$ cat src/rtl/osc_trim_pkg.sv
package osc_trim_pkg;

    localparam int PRE_W    = 8;   // divide-by-256 stage
    localparam int MAG_W    = 5;
    localparam int FRAME_W  = 6;   // 64-minute frame
    localparam int WAVE_BIT = 5;   // 32768 / 64 = 512 Hz

    localparam logic [PRE_W-1:0] PRE_FULL = '1;
    localparam logic [PRE_W-1:0] PRE_HALF = PRE_FULL >> 1;

    typedef enum logic [1:0] {
        CORR_NONE = 2'd0,
        CORR_SLOW = 2'd1,
        CORR_FAST = 2'd2
    } corr_e;

    typedef struct packed {
        logic [MAG_W-1:0] mag;
        logic             sign;
    } trim_cfg_t;

    function automatic corr_e pick_corr(trim_cfg_t cfg, logic first_sec,
                                        logic [FRAME_W-1:0] minute);
        logic [FRAME_W-1:0] span;
        span = {cfg.mag, 1'b0};
        if (!first_sec || cfg.mag == '0 || minute >= span)
            return CORR_NONE;
        return cfg.sign ? CORR_FAST : CORR_SLOW;
    endfunction

endpackage

$ cat src/rtl/osc_trim_prescaler.sv
module osc_trim_prescaler
    import osc_trim_pkg::*;
(
    input  logic             clk,
    input  logic             clr,
    input  logic             adv,
    input  logic             half_wrap,
    output logic [PRE_W-1:0] pre_q,
    output logic             carry
);

    logic [PRE_W-1:0] wrap_at;

    always_comb begin
        wrap_at = half_wrap ? PRE_HALF : PRE_FULL;
        carry   = adv && (pre_q == wrap_at);
    end

    always_ff @(posedge clk) begin
        if (clr)
            pre_q <= '0;
        else if (adv)
            pre_q <= carry ? '0 : pre_q + 1'b1;
    end

    // without a qualified enable the low stage does not move
    a_r6_hold_idle: assert property (@(posedge clk) disable iff (clr)
        !adv |=> $stable(pre_q));

endmodule

$ cat src/rtl/osc_trim_sec_stage.sv
module osc_trim_sec_stage #(
    parameter int POST_W = 7
) (
    input  logic          clk,
    input  logic          clr,
    input  logic          carry,
    input  logic          extend,
    output logic [POST_W:0] post_q,
    output logic          sec_end
);

    localparam logic [POST_W:0] LAST_N = {1'b0, {POST_W{1'b1}}};
    localparam logic [POST_W:0] LAST_X = {1'b1, {POST_W{1'b0}}};

    always_comb begin
        sec_end = carry && (post_q == (extend ? LAST_X : LAST_N));
    end

    always_ff @(posedge clk) begin
        if (clr)
            post_q <= '0;
        else if (carry)
            post_q <= sec_end ? '0 : post_q + 1'b1;
    end

    // the extra upper count is reached only under a slow correction
    a_r3_extra_only_slow: assert property (@(posedge clk) disable iff (clr)
        (post_q == LAST_X) |-> extend);

endmodule

$ cat src/rtl/osc_trim_schedule.sv
module osc_trim_schedule
    import osc_trim_pkg::*;
#(
    parameter int SEC_PER_MIN = 60
) (
    input  logic      clk,
    input  logic      clr,
    input  logic      sec_end,
    input  trim_cfg_t cfg,
    output corr_e     corr
);

    localparam int SEC_W = (SEC_PER_MIN > 1) ? $clog2(SEC_PER_MIN) : 1;
    localparam logic [SEC_W-1:0] SEC_LAST = SEC_W'(SEC_PER_MIN - 1);

    logic [SEC_W-1:0]   sec_q;
    logic [FRAME_W-1:0] minute_q;

    always_ff @(posedge clk) begin
        if (clr) begin
            sec_q    <= '0;
            minute_q <= '0;
        end else if (sec_end) begin
            if (sec_q == SEC_LAST) begin
                sec_q    <= '0;
                minute_q <= minute_q + 1'b1;
            end else begin
                sec_q <= sec_q + 1'b1;
            end
        end
    end

    always_comb begin
        corr = pick_corr(cfg, sec_q == '0, minute_q);
    end

    // the last two minutes of the frame are never corrected
    a_r5_frame_tail: assert property (@(posedge clk) disable iff (clr)
        (corr != CORR_NONE) |-> (minute_q < FRAME_W'(62)));

    // the minute advances once per completed minute
    a_r5_minute_step: assert property (@(posedge clk) disable iff (clr)
        (sec_end && sec_q == SEC_LAST) |=>
            (minute_q == FRAME_W'($past(minute_q) + 1'b1)));

endmodule

$ cat src/rtl/osc_trim_divider.sv
module osc_trim_divider
    import osc_trim_pkg::*;
#(
    parameter int POST_BITS   = 7,
    parameter int SEC_PER_MIN = 60
) (
    input  logic       clk,
    input  logic       rst,
    input  logic       osc_en,
    input  logic       time_wr,
    input  logic [4:0] cal_mag,
    input  logic       cal_sign,
    input  logic       stop_osc,
    input  logic       out_ctl,
    input  logic       ft_ctl,
    output logic       sec_tick,
    output logic       test_wave
);

    logic             clr;
    logic             adv;
    logic             half_wrap;
    logic             extend;
    logic             carry;
    logic             sec_end;
    logic [PRE_W-1:0] pre_q;
    logic [POST_BITS:0] post_q;
    trim_cfg_t        cfg;
    corr_e            corr;

    always_comb begin
        clr       = rst | time_wr;
        adv       = osc_en & ~stop_osc;
        cfg.mag   = cal_mag;
        cfg.sign  = cal_sign;
        half_wrap = (corr == CORR_FAST) && (post_q == '0);
        extend    = (corr == CORR_SLOW);
        test_wave = out_ctl & ft_ctl & ~stop_osc & pre_q[WAVE_BIT];
    end

    osc_trim_prescaler u_pre (
        .clk       (clk),
        .clr       (clr),
        .adv       (adv),
        .half_wrap (half_wrap),
        .pre_q     (pre_q),
        .carry     (carry)
    );

    osc_trim_sec_stage #(.POST_W(POST_BITS)) u_sec (
        .clk     (clk),
        .clr     (clr),
        .carry   (carry),
        .extend  (extend),
        .post_q  (post_q),
        .sec_end (sec_end)
    );

    osc_trim_schedule #(.SEC_PER_MIN(SEC_PER_MIN)) u_sched (
        .clk     (clk),
        .clr     (clr),
        .sec_end (sec_end),
        .cfg     (cfg),
        .corr    (corr)
    );

    always_ff @(posedge clk) begin
        if (clr)
            sec_tick <= 1'b0;
        else
            sec_tick <= sec_end;
    end

    // the tick never lasts two clocks
    a_r10_single_pulse: assert property (@(posedge clk) disable iff (rst)
        sec_tick |=> !sec_tick);

    // a time write suppresses the tick that follows it
    a_r8_clear_no_tick: assert property (@(posedge clk) disable iff (rst)
        time_wr |=> !sec_tick);

    // halting freezes both divider stages
    a_r7_stop_freeze: assert property (@(posedge clk) disable iff (clr)
        stop_osc |=> ($stable(pre_q) && $stable(post_q)));

endmodule

$ cat config.mk
export PLATFORM = sky130hd
export DESIGN_NAME = osc_trim_divider
export DESIGN_NICKNAME = d
export VERILOG_FILES = /design/src/rtl/osc_trim_pkg.sv /design/src/rtl/osc_trim_prescaler.sv /design/src/rtl/osc_trim_sec_stage.sv /design/src/rtl/osc_trim_schedule.sv /design/src/rtl/osc_trim_divider.sv
export SDC_FILE = /design/constraint.sdc
export NUM_CORES = 1
export LEC_CHECK = 0
export ABC_AREA = 1
export BUFFER_PORTS_ARGS = -buffer_cell sky130_fd_sc_hd__buf_4
export CORE_MARGIN = 1.5
export CORE_UTILIZATION = 55
export CTS_BUF_LIST = sky130_fd_sc_hd__clkbuf_16
export DETAILED_ROUTE_END_ITERATION = 8
export PLACE_DENSITY = 0.74
export SYNTH_ARGS = -nofsm -noshare
export SYNTH_HDL_FRONTEND = slang
export SYNTH_HIERARCHICAL = 1
export SYNTH_SLANG_ARGS = --single-unit
$ cat constraint.sdc
create_clock -name clk -period 8.9 [get_ports clk]
set_clock_uncertainty 0.2 [all_clocks]
set_input_delay 1.78 -clock clk [delete_from_list [all_inputs] [get_ports clk]]
set_output_delay 1.78 -clock clk [all_outputs]
set_load 0.02 [all_outputs]
# == Word level (Yosys, flattened, before mapping) ==
# Cells that the tools add are included.
# totals
memories,0
mem_bits_ro,0
latch_bits,0
inputBits,13
elab_cells,40
register_bits,29
ramBits,0
# classes
reduce_logical,10
n_mul,0
shifts,0
n_eq_ne,5
bitwise_logic,6
n_mux,9
n_lt_le_gt_ge,1
div,0
add_sub_neg,4
# ops
cell,count
$mux 8,4
$add 8x1->8 const B,2
$eq 8x8->1,2
$add 6x1->6 const B,2
$logic_not 8->1,1
$eq 6x6->1 const B,1
$ge 6x6->1,1
$logic_not 6->1,1
$mux 2,3
$mux 6,1
$logic_not 5->1,1
$and 1x1->1,4
$logic_and 1x1->1,3
$eq 2x1->1 const B,1
$eq 2x2->1 const B,1
$logic_or 1x1->1,2
$reduce_and 2->1,1
$logic_not 1->1,1
$mux 1,1
$not 1->1,1
$or 1x1->1,1

# == Depth between registers and ports, before layout ==
# Gate-level depths: netlist of the first run.
# depth
ltp_word,13
mapped_depth,26
mapped_depth_nobuf,26

# == Hierarchy ==
# The synthesis of the first run kept the hierarchy.
# modules_own_cells
mod,seq_area_each_um2,instances,cells_per_inst,area_each_um2
osc_trim_schedule,240.2,1,121,785.8
osc_trim_sec_stage,160.2,1,70,444.2
osc_trim_prescaler,160.2,1,69,436.7
osc_trim_divider,20.0,1,19,100.1

# == Worst setup path before layout of the first run ==
# No wires, ideal clock.
# synth_path
kind,input port to flip-flop
start,in cal_mag[2]
end,reg u_sched.minute_q[1]
n_path_buf,0
cell_stages,22
slack_ps,4435
t_arrival_ps,4146
required_ps,8581
cell_sequence,inv_1 -> ha_1 -> a21oi_1 -> nand2_1 -> nand2_1 -> nand2_1 -> nor2_1 -> inv_1 -> nor2_1 -> nand3_1 -> nor2_1 -> nor2_1 -> nor2_1 -> nand3_1 -> inv_1 -> inv_1 -> a21oi_1 -> nand2_1 -> nor2_1 -> nand2_1 -> o21ai_0 -> a21oi_1
# synth_via
elab_chain_len,12
word_cells_on_any_way,16
cone_classes,order compare: 1; eq/ne: 4; mux: 4; reduce/logical: 7
# synth_lines
element,line,source
from (decl),osc_trim_divider.sv:11,"input logic [4:0] cal_mag,"
branches (longest 2 deep; another with $ge 6x6->1),n/a,
$logic_or 1x1->1 (*),osc_trim_pkg.sv:26,if (!first_sec || cfg.mag == '0 || minute >= span)
$mux 1 (*),osc_trim_pkg.sv:26,
$mux 2 (*),osc_trim_pkg.sv:28,return cfg.sign ? CORR_FAST : CORR_SLOW;
via corr[1],osc_trim_divider.sv:29,corr_e corr;
$eq 2x2->1 (*),osc_trim_divider.sv:36,half_wrap = (corr == CORR_FAST) && (post_q == '0);
$logic_and 1x1->1 (*),osc_trim_divider.sv:36,
via half_wrap,osc_trim_divider.sv:22,logic half_wrap;
$mux 8 (*),osc_trim_prescaler.sv:15,wrap_at = half_wrap ? PRE_HALF : PRE_FULL;
$eq 8x8->1 (*),osc_trim_prescaler.sv:16,carry = adv && (pre_q == wrap_at);
$logic_and 1x1->1 (*),osc_trim_prescaler.sv:16,
via carry,osc_trim_divider.sv:24,logic carry;
$logic_and 1x1->1 (*),osc_trim_sec_stage.sv:16,sec_end = carry && (post_q == (extend ? LAST_X : LAST_N));
via sec_end,osc_trim_divider.sv:25,logic sec_end;
$reduce_and 2->1 (no source line) (*),n/a,
to (signal assigned),osc_trim_schedule.sv:26,minute_q <= minute_q + 1'b1;
to (decl),osc_trim_schedule.sv:17,logic [FRAME_W-1:0] minute_q;
# Mark *: on every way through the listed nets, which the timed path passes.
# A chain may end at the register's enable or synchronous reset.

# == Final worst setup path of the first run ==
# layout_path
start,in cal_mag[4]
end,reg u_sched.minute_q[1]
# The elaborated chain is that of the path after synthesis.

==> results of run 1 <==
registers in the layout, summed over array words and instances (netlist names):
register,cells
u_pre/pre_q,8
u_sched/minute_q,6
u_sched/sec_q,6
sec_tick,1
u_sec/post_q,8
synth_stat cells (all sizes together):
| cell type | count |
|---|---|
| buf | 1 |
| nor3 | 3 |
| nand3 | 21 |
| nor3b | 1 |
| inv | 48 |
| xnor2 | 1 |
| o21ai | 7 |
| nand2 | 74 |
| o21bai | 1 |
| ha | 10 |
| nand4 | 5 |
| dfxtp | 29 |
| a21oi | 12 |
| nor2 | 60 |
| xor2 | 4 |
| or2 | 1 |
| mux2i | 1 |
worst min-delay path by stage:
stage                                   start                  end  cells after the start
after floorplan           u_sched/minute_q[0]  u_sched/minute_q[0]                      1
after global routing      u_sched/minute_q[0]  u_sched/minute_q[0]                      1
after CTS                 u_sched/minute_q[0]  u_sched/minute_q[0]                      1
after detailed placement  u_sched/minute_q[0]  u_sched/minute_q[0]                      1
after global placement    u_sched/minute_q[0]  u_sched/minute_q[0]                      1
final                     u_sched/minute_q[0]  u_sched/minute_q[0]                      1
kinds of logic (layout without fill, tap and decap cells):
logic type	Yosys count	in the layout	share of synthesized area, %
AO/OA/AOI/OAI	20	20	5.81
multiplexers	1	1	0.567
buffers and inverters	49	68	10.8
adder cells (fa/ha/maj)	10	10	7.08
XOR/XNOR	5	5	2.48
AND/OR/NAND/NOR	165	165	40.4
flip-flops	29	29	32.9
stage by stage:
step                      utilization (%)  power, W  instances
final                                67.0  0.000297        342
after global routing                 67.0  0.000309        342
after CTS                            67.0  0.000301        342
after detailed placement             62.7  0.000148        336
after global placement               62.7  0.000148        336
after floorplan                         -  0.000142        279
routing by layer:
layer / up-vias / share of wire [%]
met1: 705 / 50
met4: 0 / 1.1
met2: 19 / 46
met5: - / 0
met3: 4 / 2.8
li1: 903 / -
power by group through the flow:
stage	combinational (W)	sequential (W)	clock [W]
finish	0.0000148	0.000131	0.000151
global placement	0.0000145	0.000133	0
floorplan	0.00000886	0.000133	0
detailed placement	0.0000147	0.000133	0
global route	0.0000172	0.000131	0.000162
CTS	0.0000149	0.000131	0.000156
worst register-to-register path: stages, from the launching register on:
cell and delay, ns:
dfxtp_1 0.34, inv_1 0.08, ha_1 0.27, nand2_1 0.06, nand2_1 0.04, nand2_1 0.05
nand2_1 0.04, nand2_1 0.06, nand2_1 0.06, nor2_1 0.14, inv_1 0.06, nor2_1 0.08
nand3_1 0.07, nor2_1 0.14, nor2_1 0.06, nor2_1 0.09, nand3_1 0.11, inv_1 0.18
inv_1 0.08, a21oi_1 0.50, nand2_1 0.15, nor2_1 0.15, nand2_1 0.12, o21ai_0 0.19
a21oi_1 0.06
layout make-up:
cell class	count	area [µm²]	share of cell area [%]
tap	44	55.1	2.69
clock inverter	1	5.00	0.245
clock buffer	5	125	6.12
inverter	48	180	8.81
sequential	29	581	28.4
timing repair buffer	14	105	5.14
multi-input combinational	201	995	48.6
==> impl_metrics.json, run 1 <==
{
  "power_density_nw_per_um2": 145,
  "avgSynthCellArea_um2": 6.33,
  "port_buffers": 14,
  "finalHoldViolations": 0,
  "synth.net_count": 302,
  "start_util_pct": 57.9,
  "grt_antenna_before_repair": 0,
  "max-cap-violations": 0,
  "wire_per_inst_um": 10.3,
  "yosys_warnings": 6,
  "crit_slowest_cell": "a21oi_1",
  "nets": 322,
  "grt_max_degree": 12,
  "finalSetupTns_ns": 0,
  "via_count": 1631,
  "rows": 20,
  "busiest_layer": "met2",
  "worstReg2RegEnd": "u_sched/minute_q[1]",
  "synth_area_leaders": "dfxtp_1, nand2_1, nor2_1",
  "grtUsageMet3_pct": 6.49,
  "drc": 0,
  "r2r_cells": 24,
  "path_max_fanout": 8,
  "die_h_um": 59.7,
  "cts_max_level": 2,
  "power_switching_w": 0.0000603,
  "post_dp_cell_area_um2": 1920,
  "finalSetupViolCount": 0,
  "gr-usage-met2_pct": 37.3,
  "ios": 15,
  "cp-start-kind": "input pin",
  "fin_area_um2": 2050,
  "fp.dieW_um": 59.7,
  "fin_hold_ws_ns": 0.286,
  "hpwl_um": 2650,
  "postRouteAntennaNets": 0,
  "combPwrFrac_pct": 5.0,
  "cts_hold_buf": 0,
  "routed_wl_um": 3510,
  "crit_chain": "buf_4, inv_1, ha_1, nand2_1, nand4_1, nor2_1, nand2_1, nor2_1, inv_1, nor2_1, nand3_1, nor2_1, nor2_1, nor2_1, nand3_1, inv_1, inv_1, a21oi_1, nand2_1, nor2_1, nand2_1, o21ai_0, a21oi_1",
  "fillers": 296,
  "status": "complete, no violations",
  "ys_types": 24,
  "clock_power_share_pct": 50.9,
  "hp-class": "reg2reg",
  "r2r_start": "u_sched/minute_q[1]",
  "critical_path_class": "in2reg",
  "core-area_um2": 3050,
  "synth_top_area_cell": "dfxtp_1",
  "cts_tree": "done",
  "dp_slack_ns": 3.93,
  "grt_pass1_wl_um": 6150,
  "syn_area_um2": 1770,
  "path_buf_inv": 5,
  "leakage_nw": 0.964,
  "track_usage_pct": 22.9,
  "crit_path_end_kind": "register",
  "fin_ws_ns": 4.13,
  "critPathMostFrequentCell": "nor2_1",
  "cp-startpoint": "cal_mag[4]",
  "clock_sinks": 29,
  "cts_buffers": 5,
  "rsz0062_at_grt": "no",
  "clock.fmax_mhz": 210,
  "p_int_w": 0.000236,
  "relSlewSlack_pct": 58.6,
  "crit_required_ns": 8.85,
  "worstMarginPinSlew_ns": 0.620,
  "p_sw_share_pct": 20.3,
  "timing.critical_path.to": "u_sched/minute_q[1]",
  "final_cell_mix": "nand2_1, nor2_1, inv_1, dfxtp_1, nand3_1",
  "drive_above_1_share_pct": 11.1,
  "min_period_over_period_pct": 53.6,
  "root_buffer": "clkbuf_16",
  "cts_setup_buffers": 0,
  "clkTransAtPathRegs_ns": 0.05,
  "synthesis.instances": 279,
  "cts_resized": 0,
  "slowest_delay_ns": 0.50,
  "synth_seq_cells": 29,
  "grt_pass1_vias": 1475,
  "firstDrtPassIters": 4,
  "synth_top_area_share_pct": 32.9,
  "gp_congestion": 0.881,
  "slew_viol_final": 0,
  "dieArea_um2": 3560,
  "met1_usage_pct": 29.4,
  "ys_seq_area_share_pct": 32.9,
  "p_seq_share_pct": 44.1,
  "clk_path_buf_depth": 2,
  "arrival_ns": 4.72,
  "critPathTopFamily": "simple AND/OR/NAND/NOR gates",
  "drt-initial-drc-count": 103,
  "period_minus_slack_ns": 4.77,
  "antennaDiodeCount": 0,
  "cp.depth": 23,
  "final_common_cell": "nand2_1",
  "overflow": 0,
  "vias_per_cell": 4.77,
  "ir_drop_mv": 0.121,
  "clock_latency_ns": 0.27,
  "area_growth_pct": 15.8,
  "r2r_slack_ns": 5.40
}
(Power assumes the default switching activity.)
==> inputs of run 2 (changes only) <==
--- a/config.mk
+++ b/config.mk
@@ -8,10 +8,10 @@
 export ABC_AREA = 1
 export BUFFER_PORTS_ARGS = -buffer_cell sky130_fd_sc_hd__buf_4
 export CORE_MARGIN = 1.5
-export CORE_UTILIZATION = 55
+export CORE_UTILIZATION = 53
 export CTS_BUF_LIST = sky130_fd_sc_hd__clkbuf_16
 export DETAILED_ROUTE_END_ITERATION = 8
-export PLACE_DENSITY = 0.74
+export PLACE_DENSITY = 0.75
 export SYNTH_ARGS = -nofsm -noshare
 export SYNTH_HDL_FRONTEND = slang
 export SYNTH_HIERARCHICAL = 1
==> constraint.sdc (replaced) <==
create_clock -name clk -period 4 [get_ports clk]
set_clock_uncertainty 0.2 [all_clocks]
set_input_delay 0.8 -clock clk [delete_from_list [all_inputs] [get_ports clk]]
set_output_delay 0.8 -clock clk [all_outputs]
set_load 0.02 [all_outputs]
==> impl_metrics.json, run 2 (synthesized netlist as in run 1, its figures left out) <==
{
  "post-route-util_pct": 66.7,
  "nets": 324,
  "cts_setup_buffers": 0,
  "clkTransAtPathRegs_ns": 0.05,
  "cts_resized": 0,
  "ir_drop_mv": 0.257,
  "finalSetupTns_ns": 0,
  "status": "complete, no violations",
  "grt_max_degree": 12,
  "cp-start-kind": "input pin",
  "vias_per_cell": 4.82,
  "root_buffer": "clkbuf_16",
  "largestRegisters": "u_pre/pre_q (8), u_sec/post_q (8)",
  "final_cell_mix": "nand2_1, nor2_1, inv_1, dfxtp_1, nand3_1",
  "slew_viol_final": 0,
  "die_h_um": 60.7,
  "dp_slack_ns": 0.304,
  "min_period_over_period_pct": 84.7,
  "postRouteAntennaNets": 0,
  "cts_buffers": 5,
  "fp.dieW_um": 60.7,
  "leakage_nw": 0.978,
  "hpwl_um": 2600,
  "critical_path_class": "in2reg",
  "power_density_nw_per_um2": 325,
  "grt_pass1_vias": 1443,
  "cts_max_level": 2,
  "dieArea_um2": 3690,
  "start_util_pct": 56.9,
  "relSlewSlack_pct": 83.0,
  "drc": 0,
  "wire_per_inst_um": 10.1,
  "crit_chain": "buf_4, inv_1, ha_1, a21oi_1, nand2_1, nand2_1, nand2_1, nor2_1, inv_1, nor2_1, nand3_1, nor2_1, nor2_1, nor2_1, nand3_1, inv_1, inv_1, a21oi_1, buf_4, nand2_1, nor2_1, nand2_1, o21ai_0, a21oi_1",
  "via_count": 1667,
  "cts_tree": "done",
  "finalSetupViolCount": 0,
  "ios": 15,
  "arrival_ns": 3.35,
  "rows": 20,
  "total_power_w": 0.000672,
  "worstMarginPinSlew_ns": 0.254,
  "final_common_cell": "nand2_1",
  "antennaDiodeCount": 0,
  "port_buffers": 14,
  "hp-class": "reg2reg",
  "path_max_fanout": 8,
  "core-area_um2": 3100,
  "clock_latency_ns": 0.28,
  "rsz0062_at_grt": "no",
  "routed_wl_um": 3490,
  "period_minus_slack_ns": 3.39,
  "track_usage_pct": 21.7,
  "drive_above_1_share_pct": 11.6,
  "drt-initial-drc-count": 90,
  "clk_path_buf_depth": 2,
  "grt_antenna_before_repair": 0,
  "critPathMostFrequentCell": "nor2_1",
  "slowest_delay_ns": 0.30,
  "fin_ws_ns": 0.610,
  "crit_path_end_kind": "register",
  "crit_slowest_cell": "ha_1",
  "overflow": 0,
  "fillers": 320,
  "cts_hold_buf": 0,
  "gp_congestion": 0.842,
  "max-cap-violations": 0,
  "clock_sinks": 29,
  "firstDrtPassIters": 4,
  "clock.fmax_mhz": 295,
  "crit_required_ns": 3.96,
  "area_growth_pct": 17.1,
  "finalHoldViolations": 0,
  "grt_pass1_wl_um": 5970
}
==> run 2: changes by cell type in the layout (fill, tap and decap cells not counted), sizes merged <==
cell / before / now
buf: 14 / 16
clkinv: 1 / 3
==> run 2: final cells by class <==
type,instances,area [µm²],area share (%)
repair buffers,16,120,5.81
multi-input cells,201,995,48.1
well taps,44,55.1,2.66
clock buffers,5,125,6.05
clock inverters,3,12.5,0.605
inverters,48,180,8.71
flip-flops and latches,29,581,28.1
==> run 2: where the power goes <==
part	switching [W]	internal, W
combinational	0.0000184	0.0000152
clock	0.000124	0.000224
sequential	0.000000841	0.000290
total	0.000143	0.000529
==> run 2: final timing paths <==
kind,slack (ns),start,cells after the start,to
hold / removal,0.30,u_sched/minute_q[0],1,u_sched/minute_q[0]
setup / recovery,0.61,cal_mag[2],24,u_sched/minute_q[1]
setup reg to reg,0.87,u_sched/minute_q[2],24,u_sched/minute_q[1]
hold reg to reg,0.30,u_sched/minute_q[0],1,u_sched/minute_q[0]
==> run 2: metal layers <==
metal	vias up	track usage, %	part of all wire (%)
met4	0	10.2	2.1
met1	739	27.5	50
met5	-	0	0
li1	904	-	-
met2	17	34.9	45
met3	7	5.12	2.6
==> run 2: worst max-delay path: cells and delay by family <==
family / cells / cell delay, ns
AND/OR/NAND/NOR: 13 / 1.15
buffers and inverters: 6 / 0.60
AO/OA/AOI/OAI: 4 / 0.50
adder cells (fa/ha/maj): 1 / 0.30
==> run 2: per-stage QoR <==
| stage | instance area (µm²) | std cells | hold WS [ns] |
|---|---|---|---|
| 4_1_cts | 2070 | 346 | 0.300 |
| 6_report | 2070 | 346 | 0.299 |
| 5_1_grt | 2070 | 346 | 0.327 |
| 2_1_floorplan | 1770 | 279 | 0.247 |
| 3_3_place_gp | 1930 | 338 | 0.270 |
| 3_5_place_dp | 1930 | 338 | 0.274 |
